===== config.mk =====
export PLATFORM = sky130hd
export DESIGN_NAME = vid_ref_stepper
export DESIGN_NICKNAME = d
export VERILOG_FILES = /design/src/rtl/vidstep_pkg.sv /design/src/rtl/vid_map.sv /design/src/rtl/vid_qual_fsm.sv /design/src/rtl/ref_slewer.sv /design/src/rtl/vid_ref_stepper.sv
export SDC_FILE = /design/constraint.sdc
export NUM_CORES = 1
export LEC_CHECK = 0
export ABC_AREA = 1
export CORE_MARGIN = 5
export CORE_UTILIZATION = 55
export CTS_BUF_LIST = sky130_fd_sc_hd__clkbuf_16
export CTS_CLUSTER_DIAMETER = 80
export DETAILED_ROUTE_END_ITERATION = 8
export PLACE_DENSITY = 0.86
export SYNTH_ARGS = -nofsm -noshare
export SYNTH_HDL_FRONTEND = slang
export SYNTH_SLANG_ARGS = --single-unit

===== constraint.sdc =====
create_clock -name clk -period 4 [get_ports clk]
set_input_delay 0.4 -clock clk [delete_from_list [all_inputs] [get_ports clk]]
set_output_delay 0.4 -clock clk [all_outputs]
set_load 0.05 [all_outputs]

===== src/rtl/vidstep_pkg.sv =====
package vidstep_pkg;

    typedef enum logic [1:0] {
        ST_IDLE = 2'd0,
        ST_QUAL = 2'd1,
        ST_SLEW = 2'd2
    } qual_state_t;

    localparam int DEF_CONFIRM_N = 2;
    localparam int DEF_STEP_DIV  = 2;

endpackage


===== src/rtl/vid_map.sv =====
module vid_map #(
    parameter int VID_W      = 6,
    parameter int REF_W      = 8,
    parameter int REF_OFFSET = 8,
    parameter int REF_SCALE  = 1
) (
    input  logic [VID_W-1:0] vid_i,
    output logic [REF_W-1:0] ref_o
);

    localparam int MAX_CODE = (1 << VID_W) - 1;
    localparam int MAX_REF  = REF_OFFSET + REF_SCALE * MAX_CODE;

    logic [31:0] wide;

    always_comb begin
        wide  = 32'(REF_OFFSET) + 32'(REF_SCALE) * 32'(vid_i);
        ref_o = wide[REF_W-1:0];
    end


    initial begin
        map_range_chk: assert (MAX_REF < (1 << REF_W));
    end

endmodule


===== src/rtl/vid_qual_fsm.sv =====
module vid_qual_fsm
    import vidstep_pkg::*;
#(
    parameter int VID_W     = 6,
    parameter int CONFIRM_N = DEF_CONFIRM_N
) (
    input  logic             clk,
    input  logic             rst_n,
    input  logic             stb_i,
    input  logic [VID_W-1:0] vid_i,
    input  logic             at_target_i,
    output logic [VID_W-1:0] tgt_code_o,
    output logic             accept_o,
    output logic             busy_o
);

    localparam int CW = $clog2(CONFIRM_N + 1);
    localparam logic [CW-1:0] CNT_LAST = CW'(CONFIRM_N - 1);

    qual_state_t      state_q, state_d;
    logic [VID_W-1:0] samp_q;
    logic [VID_W-1:0] cand_q, cand_d;
    logic [VID_W-1:0] tgt_q, tgt_d;
    logic [CW-1:0]    cnt_q, cnt_d;
    logic             accept;

    // state register
    always_ff @(posedge clk) begin
        if (!rst_n) begin
            state_q <= ST_IDLE;
            samp_q  <= vid_i;
            cand_q  <= vid_i;
            tgt_q   <= vid_i;
            cnt_q   <= '0;
        end else begin
            state_q <= state_d;
            cand_q  <= cand_d;
            tgt_q   <= tgt_d;
            cnt_q   <= cnt_d;
            if (stb_i) begin
                samp_q <= vid_i;
            end
        end
    end

    // next state
    always_comb begin
        state_d = state_q;
        cand_d  = cand_q;
        tgt_d   = tgt_q;
        cnt_d   = cnt_q;
        accept  = 1'b0;
        if (stb_i) begin
            unique case (state_q)
                ST_IDLE: begin
                    if (samp_q != tgt_q) begin
                        state_d = ST_QUAL;
                        cand_d  = samp_q;
                        cnt_d   = '0;
                    end
                end
                ST_SLEW: begin
                    if (samp_q != tgt_q) begin
                        state_d = ST_QUAL;
                        cand_d  = samp_q;
                        cnt_d   = '0;
                    end else if (at_target_i) begin
                        state_d = ST_IDLE;
                    end
                end
                ST_QUAL: begin
                    if (samp_q == cand_q) begin
                        if (cnt_q == CNT_LAST) begin
                            tgt_d   = cand_q;
                            accept  = 1'b1;
                            state_d = ST_SLEW;
                        end else begin
                            cnt_d = cnt_q + 1'b1;
                        end
                    end else if (samp_q == tgt_q) begin
                        state_d = at_target_i ? ST_IDLE : ST_SLEW;
                    end else begin
                        cand_d = samp_q;
                        cnt_d  = '0;
                    end
                end
                default: state_d = ST_IDLE;
            endcase
        end
    end

    // outputs
    always_comb begin
        tgt_code_o = tgt_q;
        accept_o   = accept;
        busy_o     = (state_q != ST_IDLE);
    end


    detect_busy_chk: assert property (@(posedge clk) disable iff (!rst_n)
        (stb_i && state_q == ST_IDLE && samp_q != tgt_q) |=> busy_o);


    accept_sampled_chk: assert property (@(posedge clk) disable iff (!rst_n)
        (tgt_q != $past(tgt_q)) |-> ($past(samp_q) == tgt_q && $past(busy_o)));


    fsm_hold_chk: assert property (@(posedge clk) disable iff (!rst_n)
        !stb_i |=> ($stable(state_q) && $stable(tgt_q)));

endmodule


===== src/rtl/ref_slewer.sv =====
module ref_slewer
    import vidstep_pkg::*;
#(
    parameter int REF_W    = 8,
    parameter int STEP_DIV = DEF_STEP_DIV
) (
    input  logic             clk,
    input  logic             rst_n,
    input  logic             stb_i,
    input  logic             accept_i,
    input  logic [REF_W-1:0] tgt_ref_i,
    input  logic [REF_W-1:0] init_ref_i,
    output logic [REF_W-1:0] ref_o,
    output logic             at_target_o
);

    localparam int DW = (STEP_DIV > 1) ? $clog2(STEP_DIV) : 1;
    localparam logic [DW-1:0] DIV_LAST = DW'(STEP_DIV - 1);

    logic [REF_W-1:0] ref_q;
    logic [DW-1:0]    div_q;
    logic             going_up;

    always_comb begin
        going_up    = (tgt_ref_i > ref_q);
        at_target_o = (ref_q == tgt_ref_i);
        ref_o       = ref_q;
    end

    always_ff @(posedge clk) begin
        if (!rst_n) begin
            ref_q <= init_ref_i;
            div_q <= '0;
        end else if (stb_i) begin
            if (accept_i) begin
                div_q <= '0;
            end else if (!at_target_o) begin
                if (div_q == DIV_LAST) begin
                    div_q <= '0;
                    ref_q <= going_up ? ref_q + 1'b1 : ref_q - 1'b1;
                end else begin
                    div_q <= div_q + 1'b1;
                end
            end else begin
                div_q <= '0;
            end
        end
    end


    step_size_chk: assert property (@(posedge clk) disable iff (!rst_n)
        (ref_q != $past(ref_q)) |->
            (ref_q == $past(ref_q) + REF_W'(1) || ref_q == $past(ref_q) - REF_W'(1)));


    step_spacing_chk: assert property (@(posedge clk) disable iff (!rst_n)
        (ref_q != $past(ref_q)) |=> $stable(ref_q));


    no_strobe_hold_chk: assert property (@(posedge clk) disable iff (!rst_n)
        !stb_i |=> $stable(ref_q));


    up_no_overshoot_chk: assert property (@(posedge clk) disable iff (!rst_n)
        (ref_q > $past(ref_q)) |-> ($past(ref_q) < $past(tgt_ref_i)));


    down_no_overshoot_chk: assert property (@(posedge clk) disable iff (!rst_n)
        (ref_q < $past(ref_q)) |-> ($past(ref_q) > $past(tgt_ref_i)));

endmodule


===== src/rtl/vid_ref_stepper.sv =====
module vid_ref_stepper
    import vidstep_pkg::*;
#(
    parameter int VID_W      = 6,
    parameter int REF_W      = 8,
    parameter int REF_OFFSET = 8,
    parameter int REF_SCALE  = 1,
    parameter int CONFIRM_N  = DEF_CONFIRM_N,
    parameter int STEP_DIV   = DEF_STEP_DIV
) (
    input  logic             clk,
    input  logic             rst_n,
    input  logic             cyc_stb,
    input  logic [VID_W-1:0] vid_code,
    output logic [REF_W-1:0] ref_code,
    output logic             busy
);

    logic [VID_W-1:0] tgt_code;
    logic [REF_W-1:0] tgt_ref;
    logic [REF_W-1:0] init_ref;
    logic             accept;
    logic             at_target;

    vid_map #(
        .VID_W(VID_W), .REF_W(REF_W),
        .REF_OFFSET(REF_OFFSET), .REF_SCALE(REF_SCALE)
    ) u_map_tgt (
        .vid_i(tgt_code),
        .ref_o(tgt_ref)
    );

    vid_map #(
        .VID_W(VID_W), .REF_W(REF_W),
        .REF_OFFSET(REF_OFFSET), .REF_SCALE(REF_SCALE)
    ) u_map_init (
        .vid_i(vid_code),
        .ref_o(init_ref)
    );

    vid_qual_fsm #(
        .VID_W(VID_W), .CONFIRM_N(CONFIRM_N)
    ) u_fsm (
        .clk        (clk),
        .rst_n      (rst_n),
        .stb_i      (cyc_stb),
        .vid_i      (vid_code),
        .at_target_i(at_target),
        .tgt_code_o (tgt_code),
        .accept_o   (accept),
        .busy_o     (busy)
    );

    ref_slewer #(
        .REF_W(REF_W), .STEP_DIV(STEP_DIV)
    ) u_slew (
        .clk        (clk),
        .rst_n      (rst_n),
        .stb_i      (cyc_stb),
        .accept_i   (accept),
        .tgt_ref_i  (tgt_ref),
        .init_ref_i (init_ref),
        .ref_o      (ref_code),
        .at_target_o(at_target)
    );


    settled_on_target_chk: assert property (@(posedge clk) disable iff (!rst_n)
        !busy |-> (ref_code == tgt_ref));

endmodule


==> qor.yml <==
p_leak_nw: 1.14
initial_core_util_pct: 56.6
grt_pass1_vias: 1679
start_kind: "flip-flop"
die_area_um2: 5100
multi_input_area_um2: 1020
final_net_count: 311
post_drt_wl_per_cell_um: 13.2
fmax_mhz: 312
maxCapViolations: 0
cts_setup_buffers: 0
rows: 22
cts_max_level: 2
period_needed_ns: 3.20
root_buffer: "clkbuf_16"
synth_cells: 263
grt_max_degree: 26
ys.flop_type: "edfxtp_1"
worstSetupEndpointType: "flip-flop"
fp.dieH_um: 71.4
globalRouteTotalUtil_pct: 19.1
fin_setup_tns_ns: 0
firstDrtPassIters: 4
cts.sink_count: 31
synthMostInstantiatedCell: "nand2_1"
p_total_mw: 1.60
die_x_um: 71.4
critPathKind: "flip-flop to flip-flop"
status: "finished clean"
hold_viol_final: 0
skew_ns: 0.00177
timing.final.crit_share_pct: 80.1
core_um2: 3660
grt.overflow.total: 0
ant_nets: 0
antennaDiodeCount: 0
totalWireLength_mm: 4.40
dp_slack_ns: 0.862
drcViolationCount: 0
powerDensity_nw_per_um2: 655
port_buffers: 17
place.gp.congestion: 0.825
yosysWarnings: 0
cts_tree: "built"
seq_area_frac_synth_pct: 42.5
vias: 1722
slew_violations: 0
viasPerCell: 5.16
synth_cell_types: 25
min_path_type: "flip-flop to flip-flop"
syn_to_final_growth_pct: 17.4
first_iter_violations: 130
dp_hpwl_mm: 3.26
final.fill_count: 308
synth_commonest_cells: "nand2_1, inv_1, edfxtp_1"
cts_made_buffers: 5
cts_buffer_depth: 2
rsz0062_at_grt: "false"
cp_data_arrival_time_ns: 3.24
worst_pin_slew_ns: 1.16
synth_top_area_share_pct: 37.7
clk_latency_ns: 0.27
num_io_pins: 18
ctsHoldBuffers: 0
yosys_register_bits: 31
async_reset_ff_share_pct: 0
relSlewSlack_pct: 22.1
clkTransAtPathRegs_ns: 0.05
synthesis.area_um2: 2070
cts-resized-gates: 0
final-seq-area_um2: 881
grt_pass1_wl_mm: 7.51
peakVddDrop_mv: 0.481
avgSynthCellArea_um2: 7.88
antenna_found_initial: 0
synth_fp_nets: 289
netlist_top_cells_area: "edfxtp_1, nand2_1, ha_1"
cp.required_ns: 4.03
setup_viol: 0
crit_fanout: 8
setup_ws_ns: 0.795
yosys.area.top_type: "edfxtp_1"
layout-drive-gt1-share_pct: 11.5
synth-edff-count: 26
sequential cells by signal, summed over array words and instances, names as in the netlist:
register / cells
u_fsm.state_q: 2
u_fsm.cand_q: 6
u_slew.ref_o: 8
u_fsm.tgt_code_o: 6
u_slew.div_q: 1
u_fsm.samp_q: 6
u_fsm.cnt_q: 2
cell type report:
class,count,share of cell area (%)
Timing Repair Buffer,18,7.30
Multi-Input combinational cell,188,42.0
Clock buffer,5,5.14
Sequential cell,31,36.2
Inverter,41,6.38
Tap cell,48,2.47
Clock inverter,3,0.514
logic make-up after synthesis:
kind of cell | Yosys count | share of synthesized area (%)
AO/OA/AOI/OAI | 39 | 10.0
buffers and inverters | 44 | 8.21
flip-flops | 31 | 42.5
XOR/XNOR | 5 | 2.11
adder cells (fa/ha/maj) | 17 | 10.6
AND/OR/NAND/NOR | 127 | 26.6
cells in the final DEF (no fill, tap or decap), types with 3 or more instances in the layout:
cell / synthesis / routed
inv_2: 8 / 8
nand2_1: 78 / 78
nor2_2: 8 / 8
nand3_1: 12 / 12
ha_1: 16 / 16
a21oi_1: 11 / 11
dfxtp_1: 5 / 5
inv_1: 32 / 34
xnor2_1: 3 / 3
nand2_2: 4 / 4
o21ai_0: 24 / 24
edfxtp_1: 26 / 26
nand4_1: 3 / 3
clkdlybuf4s50_1: 0 / 17
clkbuf_16: 0 / 5
nor2_1: 18 / 18
path summary, 6_finish.rpt:
path                            start              end  slack (ns)  depth (start not counted)
setup / recovery  u_fsm.tgt_code_o[3]  u_slew.ref_o[7]        0.80                         19
hold / removal           u_slew.div_q     u_slew.div_q        0.47                          2
setup reg to reg  u_fsm.tgt_code_o[3]  u_slew.ref_o[7]        0.80                         19
hold reg to reg          u_slew.div_q     u_slew.div_q        0.47                          2
critical path, stage by stage, from the launching register on:
cell	delay, ns
edfxtp_1	0.43
ha_1	0.23
xor2_1	0.14
ha_1	0.28
a21oi_1	0.14
nor2_1	0.05
a21oi_1	0.13
nand2_1	0.08
nand2_1	0.23
ha_1	0.34
a21oi_1	0.14
nand2_1	0.09
nand2_1	0.06
nand2_1	0.05
nand2_1	0.05
nand2_1	0.07
a21boi_0	0.23
nand2_1	0.09
nand2_1	0.07
nor2_1	0.05
per-stage QoR:
stage,util [%],cells,cell area [um^2],hold WS [ns]
5_1_grt,66.5,334,2430,0.490
6_report,66.5,334,2430,0.470
3_5_place_dp,62.7,326,2300,0.464
3_3_place_gp,62.7,326,2300,0.456
4_1_cts,66.5,334,2430,0.472
2_1_floorplan,-,263,2070,0.443
routing by layer:
layer | GRT usage, % | part of all wire (%)
met1 | 23.3 | 44
met3 | 4.63 | 4.6
met5 | 0 | 0
met4 | 7.72 | 2.2
met2 | 32.2 | 49
power breakdown:
group | switching (mW) | leakage [nW] | internal [mW]
Combinational | 0.482 | 0.762 | 0.286
Sequential | 0.0465 | 0.305 | 0.429
Clock | 0.127 | 0.0762 | 0.224
Total | 0.656 | 1.14 | 0.939
Note: power is estimated with default switching activity, not from simulation.
